$ cat config.mk
export PLATFORM = sky130hd
export DESIGN_NAME = rect_engine
export DESIGN_NICKNAME = d
export VERILOG_FILES = /design/src/rtl/rect_engine.sv
export SDC_FILE = /design/constraint.sdc
export NUM_CORES = 2
export LEC_CHECK = 0
export ABC_CLOCK_PERIOD_IN_PS = 7700
export BUFFER_PORTS_ARGS = -buffer_cell sky130_fd_sc_hd__clkbuf_2
export CAP_MARGIN = 0
export CORE_UTILIZATION = 25
export CTS_CLUSTER_SIZE = 40
export DETAILED_ROUTE_END_ITERATION = 7
export PLACE_DENSITY = 0.46
export SLEW_MARGIN = 25
export SYNTH_ARGS = -nofsm -noshare
export SYNTH_HDL_FRONTEND = slang
export SYNTH_SLANG_ARGS = --single-unit
$ cat constraint.sdc
create_clock -name clk -period 7.7 [get_ports clk]
set_input_delay 0.385 -clock clk [delete_from_list [all_inputs] [get_ports clk]]
set_output_delay 0.385 -clock clk [all_outputs]
set_load 0.05 [all_outputs]
$ cat src/rtl/rect_engine.sv
module rect_engine #(
  parameter int PIX_W  = 24,
  parameter int ADDR_W = 24,
  parameter int DIM_W  = 12
) (
  input  logic              clk,
  input  logic              rst_n,
  input  logic              start,
  input  logic [1:0]        mode,
  input  logic [3:0]        rop,
  input  logic [PIX_W-1:0]  colour,
  input  logic [PIX_W-1:0]  key,
  input  logic [7:0]        alpha,
  input  logic [ADDR_W-1:0] src_base,
  input  logic [ADDR_W-1:0] src_pitch,
  input  logic [ADDR_W-1:0] dst_base,
  input  logic [ADDR_W-1:0] dst_pitch,
  input  logic [DIM_W-1:0]  width,
  input  logic [DIM_W-1:0]  height,
  output logic              busy,
  output logic              done,
  output logic              finished,
  output logic              rd_en,
  output logic [ADDR_W-1:0] rd_addr,
  input  logic [PIX_W-1:0]  rd_data,
  output logic              wr_en,
  output logic [ADDR_W-1:0] wr_addr,
  output logic [PIX_W-1:0]  wr_data
);
  localparam int CH = PIX_W / 8;

  typedef enum logic [1:0] {S_IDLE, S_SRC, S_PIX} st_t;
  st_t st;

  logic [1:0]        m_q;
  logic [3:0]        rop_q;
  logic [PIX_W-1:0]  col_q, key_q, src_q;
  logic [7:0]        a_q;
  logic [ADDR_W-1:0] sb_q, sp_q, db_q, dp_q;
  logic [DIM_W-1:0]  w_q, h_q, x, y;
  logic              rev;

  wire copy   = (m_q != 2'd0);
  wire rev_n  = (mode != 2'd0) && (dst_base > src_base);
  wire zero_n = (width == '0) || (height == '0);
  wire last_x = rev ? (x == '0) : (x == w_q - DIM_W'(1));
  wire last_y = rev ? (y == '0) : (y == h_q - DIM_W'(1));

  wire [ADDR_W-1:0] s_addr = sb_q + ADDR_W'(y) * sp_q + ADDR_W'(x);
  wire [ADDR_W-1:0] d_addr = db_q + ADDR_W'(y) * dp_q + ADDR_W'(x);

  logic [PIX_W-1:0] rop_px, mix_px;
  always_comb
    for (int i = 0; i < PIX_W; i++) rop_px[i] = rop_q[{src_q[i], rd_data[i]}];

  for (genvar c = 0; c < CH; c++) begin : g_ch
    wire [15:0] acc = 16'(src_q[c*8 +: 8]) * 16'(a_q)
                    + 16'(rd_data[c*8 +: 8]) * 16'(8'd255 - a_q);
    assign mix_px[c*8 +: 8] = acc[15:8];
  end

  assign busy    = (st != S_IDLE);
  assign rd_en   = (st == S_SRC) || (st == S_PIX && (m_q == 2'd1 || m_q == 2'd3));
  assign rd_addr = (st == S_SRC) ? s_addr : d_addr;
  assign wr_en   = (st == S_PIX) && !(m_q == 2'd2 && src_q == key_q);
  assign wr_addr = d_addr;
  always_comb
    case (m_q)
      2'd0:    wr_data = col_q;
      2'd1:    wr_data = rop_px;
      2'd2:    wr_data = src_q;
      default: wr_data = mix_px;
    endcase

  always_ff @(posedge clk) begin
    if (!rst_n) begin
      st <= S_IDLE; done <= 1'b0; finished <= 1'b0;
      m_q <= '0; rop_q <= '0; col_q <= '0; key_q <= '0; a_q <= '0; src_q <= '0;
      sb_q <= '0; sp_q <= '0; db_q <= '0; dp_q <= '0;
      w_q <= '0; h_q <= '0; x <= '0; y <= '0; rev <= 1'b0;
    end else begin
      done <= 1'b0;
      case (st)
        S_IDLE: if (start) begin
          if (zero_n) begin
            done <= 1'b1; finished <= 1'b1;
          end else begin
            finished <= 1'b0;
            m_q <= mode; rop_q <= rop; col_q <= colour; key_q <= key; a_q <= alpha;
            sb_q <= src_base; sp_q <= src_pitch; db_q <= dst_base; dp_q <= dst_pitch;
            w_q <= width; h_q <= height; rev <= rev_n;
            x <= rev_n ? width - DIM_W'(1) : '0;
            y <= rev_n ? height - DIM_W'(1) : '0;
            st <= (mode == 2'd0) ? S_PIX : S_SRC;
          end
        end
        S_SRC: begin
          src_q <= rd_data;
          st <= S_PIX;
        end
        default: begin
          if (last_x && last_y) begin
            st <= S_IDLE; done <= 1'b1; finished <= 1'b1;
          end else begin
            st <= copy ? S_SRC : S_PIX;
            if (last_x) begin
              x <= rev ? w_q - DIM_W'(1) : '0;
              y <= rev ? y - DIM_W'(1) : y + DIM_W'(1);
            end else begin
              x <= rev ? x - DIM_W'(1) : x + DIM_W'(1);
            end
          end
        end
      endcase
    end
  end

  AST_NO_WRITE_IDLE: assert property (@(posedge clk) disable iff (!rst_n) !busy |-> !wr_en && !rd_en);
  AST_DONE_PULSE:    assert property (@(posedge clk) disable iff (!rst_n) done |=> !done);
  AST_DONE_ENDS:     assert property (@(posedge clk) disable iff (!rst_n) done |-> !busy && finished);
  AST_COPY_PAIRED:   assert property (@(posedge clk) disable iff (!rst_n) wr_en && copy |-> $past(st == S_SRC));
  AST_FILL_STREAM:   assert property (@(posedge clk) disable iff (!rst_n) busy && !copy |-> wr_en);
  AST_ZERO_SIZE:     assert property (@(posedge clk) disable iff (!rst_n) !busy && start && zero_n |=> !busy && done);
  AST_BUSY_HOLDS:    assert property (@(posedge clk) disable iff (!rst_n) busy && start |=> $stable(m_q) && $stable(w_q));
endmodule

==> implementation parameters <==
Parameter                              Value

Status
  Status ... complete, no violations

Drt
  Residual antenna-violating net count after detailed routing ... 0
  Detailed-route wire length per cell ... 19.17 µm
  DRT Wirelength ... 138.9 mm
  Drc violations ... 0
  Via count ... 32630
  Number of violations reported at the end of detailed-routing iteration 0 ... 1860
  Routed vias/inst ... 4.502
  First-pass detailed-route iteration total ... 6

Floorplan
  Top Ports ... 286
  Chip height ... 405.1 µm
  Initial core utilization ... 25.25%
  Area enclosed by the die boundary ... 0.1641 mm²
  Width of the chip ... 405.1 µm
  Total core area ... 0.1609 mm²
  # rows ... 147

Logic synthesis
  Yosys top cell by area ... fa_1
  Average cell area after synthesis ... 8.491 µm²
  Library cell with the highest instance count after synthesis ... inv_1
  Cell Area, Synth ... 0.04063 mm²
  Number of cells produced by synthesis ... 4785
  Main flop type after synthesis ... dfxtp_1
  Post-synth cell types ... 83
  Number of flops mapped to enable cells by yosys ... 0
  Leading post-synthesis cells by cell area ... fa_1 (33%), dfxtp_1 (12%), ha_1 (11%)
  Async set-or-reset flop fraction in the synthesized netlist ... 0%
  Seq cells post-synth ... 235
  Yosys warning count ... 0
  Net count after synthesis ... 6015
  Sequential fraction of the synthesis area ... 11.58%
  Commonest cells in the synthesized netlist ... inv_1 (846), nand2_1 (825), fa_1 (664), ha_1 (357), and2_1 (309)
  Share of the synthesized area in the top cell type ... 32.72%

Setup path
  Critical path data required time ... 7.32 ns
  Capturing element type of the critical path ... primary output
  Worst path slowest cell ... dfxtp_1
  Startpoint kind of the worst setup timing path ... register
  Delay contributed by the slowest stage of the critical path ... 0.81 ns
  Worst-path maximum fanout ... 13
  Startpoint of the most critical setup path ... dp_q[2]$_SDFFE_PN0P_
  Chain of cells forming the critical path ... nand2_1, fa_1, fa_1, inv_1, fa_1, fa_1, fa_1, inv_1, fa_1, inv_1, ha_1, and3_1, and3_1, a21o_1, o41a_1, a31oi_1, xnor2_2, nand2_1, o21ai_1, clkbuf_4
  Data arrival, critical path ... 7.01 ns
  Category of the most critical setup path ... register to primary output
  Reg-to-reg startpoint ... w_q[2]$_SDFFE_PN0P_
  Cell mode on critical path ... fa_1

Power and ir drop
  Areal power density over the cells ... 223.6 mW/mm²
  Switching share of total power ... 51.77%
  Power share of the combinational group ... 69.7%
  Proportion of power drawn by the clock network ... 15.5%
  Internal Dissipation ... 0.005098 W
  Power after layout ... 0.01057 W
  NetSw ... 0.005471 W
  VDD IR-drop max ... 0.2485 mV
  Sequential cell fraction of total power ... 14.8%
  Static leakage ... 22.39 nW

CTS
  Clock tree from TritonCTS ... done
  Number of buffers inserted during clock tree synthesis ... 31
  Clock Root Buffer ... clkbuf_16
  Clock sinks ... 235
  Clk slew on worst S/H paths ... 0.06 ns
  H-tree Lvls ... 1
  Insertion delay to the later sink of the worst-skew pair ... 0.64 ns
  Maximum count of clock buffers along a single path ... 3

Final layout
  Net count reported at finish ... 6290
  Fraction of final layout cells sized beyond drive strength 1 ... 10.56%
  Number of standard cells in the final layout excluding fillers ... 7246
  Area growth, synth to finish ... 16.36%
  Combined area of the multi-input logic cells ... 0.03179 mm²
  Core utilization of the finished layout ... 29.38%
  Fill count ... 17360
  Register Area ... 0.004740 mm²

Timing
  Clock Skews ... 0.02565 ns
  Clock period minus worst slack ... 7.399 ns
  Final worst slack ... 0.3006 ns
  Max-slew violation total from the final report ... 0
  Final setup fails ... 0
  Final period util ... 96.10%
  Worst-Margin Slew ... 1.013 ns
  Relative slew slack ... 32.45%
  Top achievable clock speed ... 0.1351 GHz
  Setup_tns ... 0 ns
  Number of hold violations in the final report ... 0
  Unrepaired setup endpoints after global routing ... no

Min path
  Class of the most critical hold timing path ... primary input to register
  Min-Delay Startpoint ... height[5]

Global routing
  Antenna violations before repair ... 8
  Number of global-route vias before repair ... 34440
  Overall Global Routing Usage ... 17.11%
  Pin count of the biggest net entering global routing ... 186
  Remaining global-route overflow ... 0
  Global-route wire length before repair ... 214.8 mm

Place
  Global placement routability congestion ... 0.8647
  Post-placement worst setup slack ... 0.5655 ns
  Placed Instances ... 7042
  HPWL Detailed ... 110.4 mm
  Number of buffers added on ports ... 285

Job
  Max_cap viols ... 0
[state kept, by name (all words and copies together) (netlist names), 24 cells and up]
register / cells
dp_q: 24
sp_q: 24
sb_q: 24
src_q: 24
key_q: 24
col_q: 24
db_q: 24
[logic make-up (layout without fill, tap and decap cells)]
group | count (synthesis) | after routing | share of synthesized area, %
AND/OR/NAND/NOR | 1567 | 1567 | 18.52
buffers and inverters | 1135 | 1433 | 10.57
adder cells (fa/ha/maj) | 1021 | 1021 | 43.71
AO/OA/AOI/OAI | 553 | 553 | 8.404
flip-flops | 235 | 235 | 11.58
XOR/XNOR | 215 | 215 | 4.773
multiplexers | 59 | 59 | 2.448
other | 0 | 3 | 0
[path summary, 6_finish.rpt]
path	to	slack (ns)	depth (start not counted)
max	rd_addr[14]	0.30	20
min	h_q[5]$_SDFFE_PN0P_	0.05	3
max reg2reg	x[7]$_SDFFE_PN0P_	3.79	9
min reg2reg	db_q[13]$_SDFFE_PN0P_	0.45	2
[timing repair]
action                                  4_1_cts  5_1_grt
gates cloned                                  0        0
endpoints found under the hold margin       143        0
buffers inserted                              1        1
gates resized for setup                       8       39
pin swaps                                     1        2
hold buffers                                143        0
endpoints found under the setup margin       13       17
[cell type report]
class	instances	area share [%]
clock buffer	42	1.834
antenna	3	0.01588
multi-input combinational	3415	67.24
clock inverter	14	0.5293
timing repair buffer	528	7.879
inverter	849	6.757
sequential	235	10.03
tap	2160	5.717
[layout by cell type (no fill, tap or decap), types with 19 or more instances in the layout]
master         Yosys  routed
inv_1            846     846
ha_1             357     357
a21oi_1          289     288
nand2b_1          97      97
nor3_1            42      41
clkbuf_2           2     282
nor2_1            73      72
xnor2_1          136     133
clkbuf_16          0      31
o21ai_0           25      25
a21o_1            30      30
o31ai_1           19      19
mux4_2            31      31
dfxtp_1          235     215
dlygate4sd3_1      0     143
and2_1           309     308
nand2_1          825     823
nand3_1           23      23
a211oi_1          42      39
fa_1             664     664
buf_4              1      90
xor2_1            75      73
o21ai_1           22      21
nor2b_1          121     120
[power by group through the flow]
| stage | registers (W) | clock network (W) | logic, W |
|---|---|---|---|
| 6_report | 0.00156 | 0.00164 | 0.00737 |
| 5_1_grt | 0.00158 | 0.00173 | 0.00831 |
| 3_3_place_gp | 0.00158 | 0 | 0.00727 |
| 4_1_cts | 0.00156 | 0.00170 | 0.00744 |
| 2_1_floorplan | 0.00142 | 0 | 0.00524 |
| 3_5_place_dp | 0.00158 | 0 | 0.00731 |
[routing by layer]
layer	track usage, %	share of wire, %	wire length (µm)	up-vias
met2	28.45	46	64430	782
li1	-	-	-	15300
met3	2.143	4.8	6680	135
met4	3.449	2.2	3036	6
met1	23.67	47	64740	16400
met5	0	0.027	38	-
[metrics by stage]
step | hold slack [ns] | area [µm²]
final | 0.04788 | 47280
after global placement | 0.4411 | 44530
after global routing | 0.03152 | 47270
after floorplan | 0.4318 | 40630
after detailed placement | 0.4484 | 44530
after CTS | 0.0002244 | 47110
[worst max-delay path: cells and delay by family, from the launching register on]
family / cells / cell delay (ns)
buffers and inverters: 4 / 0.45
AO/OA/AOI/OAI: 4 / 1.08
flip-flops: 1 / 0.81
XOR/XNOR: 1 / 0.23
adder cells (fa/ha/maj): 7 / 3.13
AND/OR/NAND/NOR: 4 / 0.65
No activity file was read; power rests on OpenSTA's default activity.
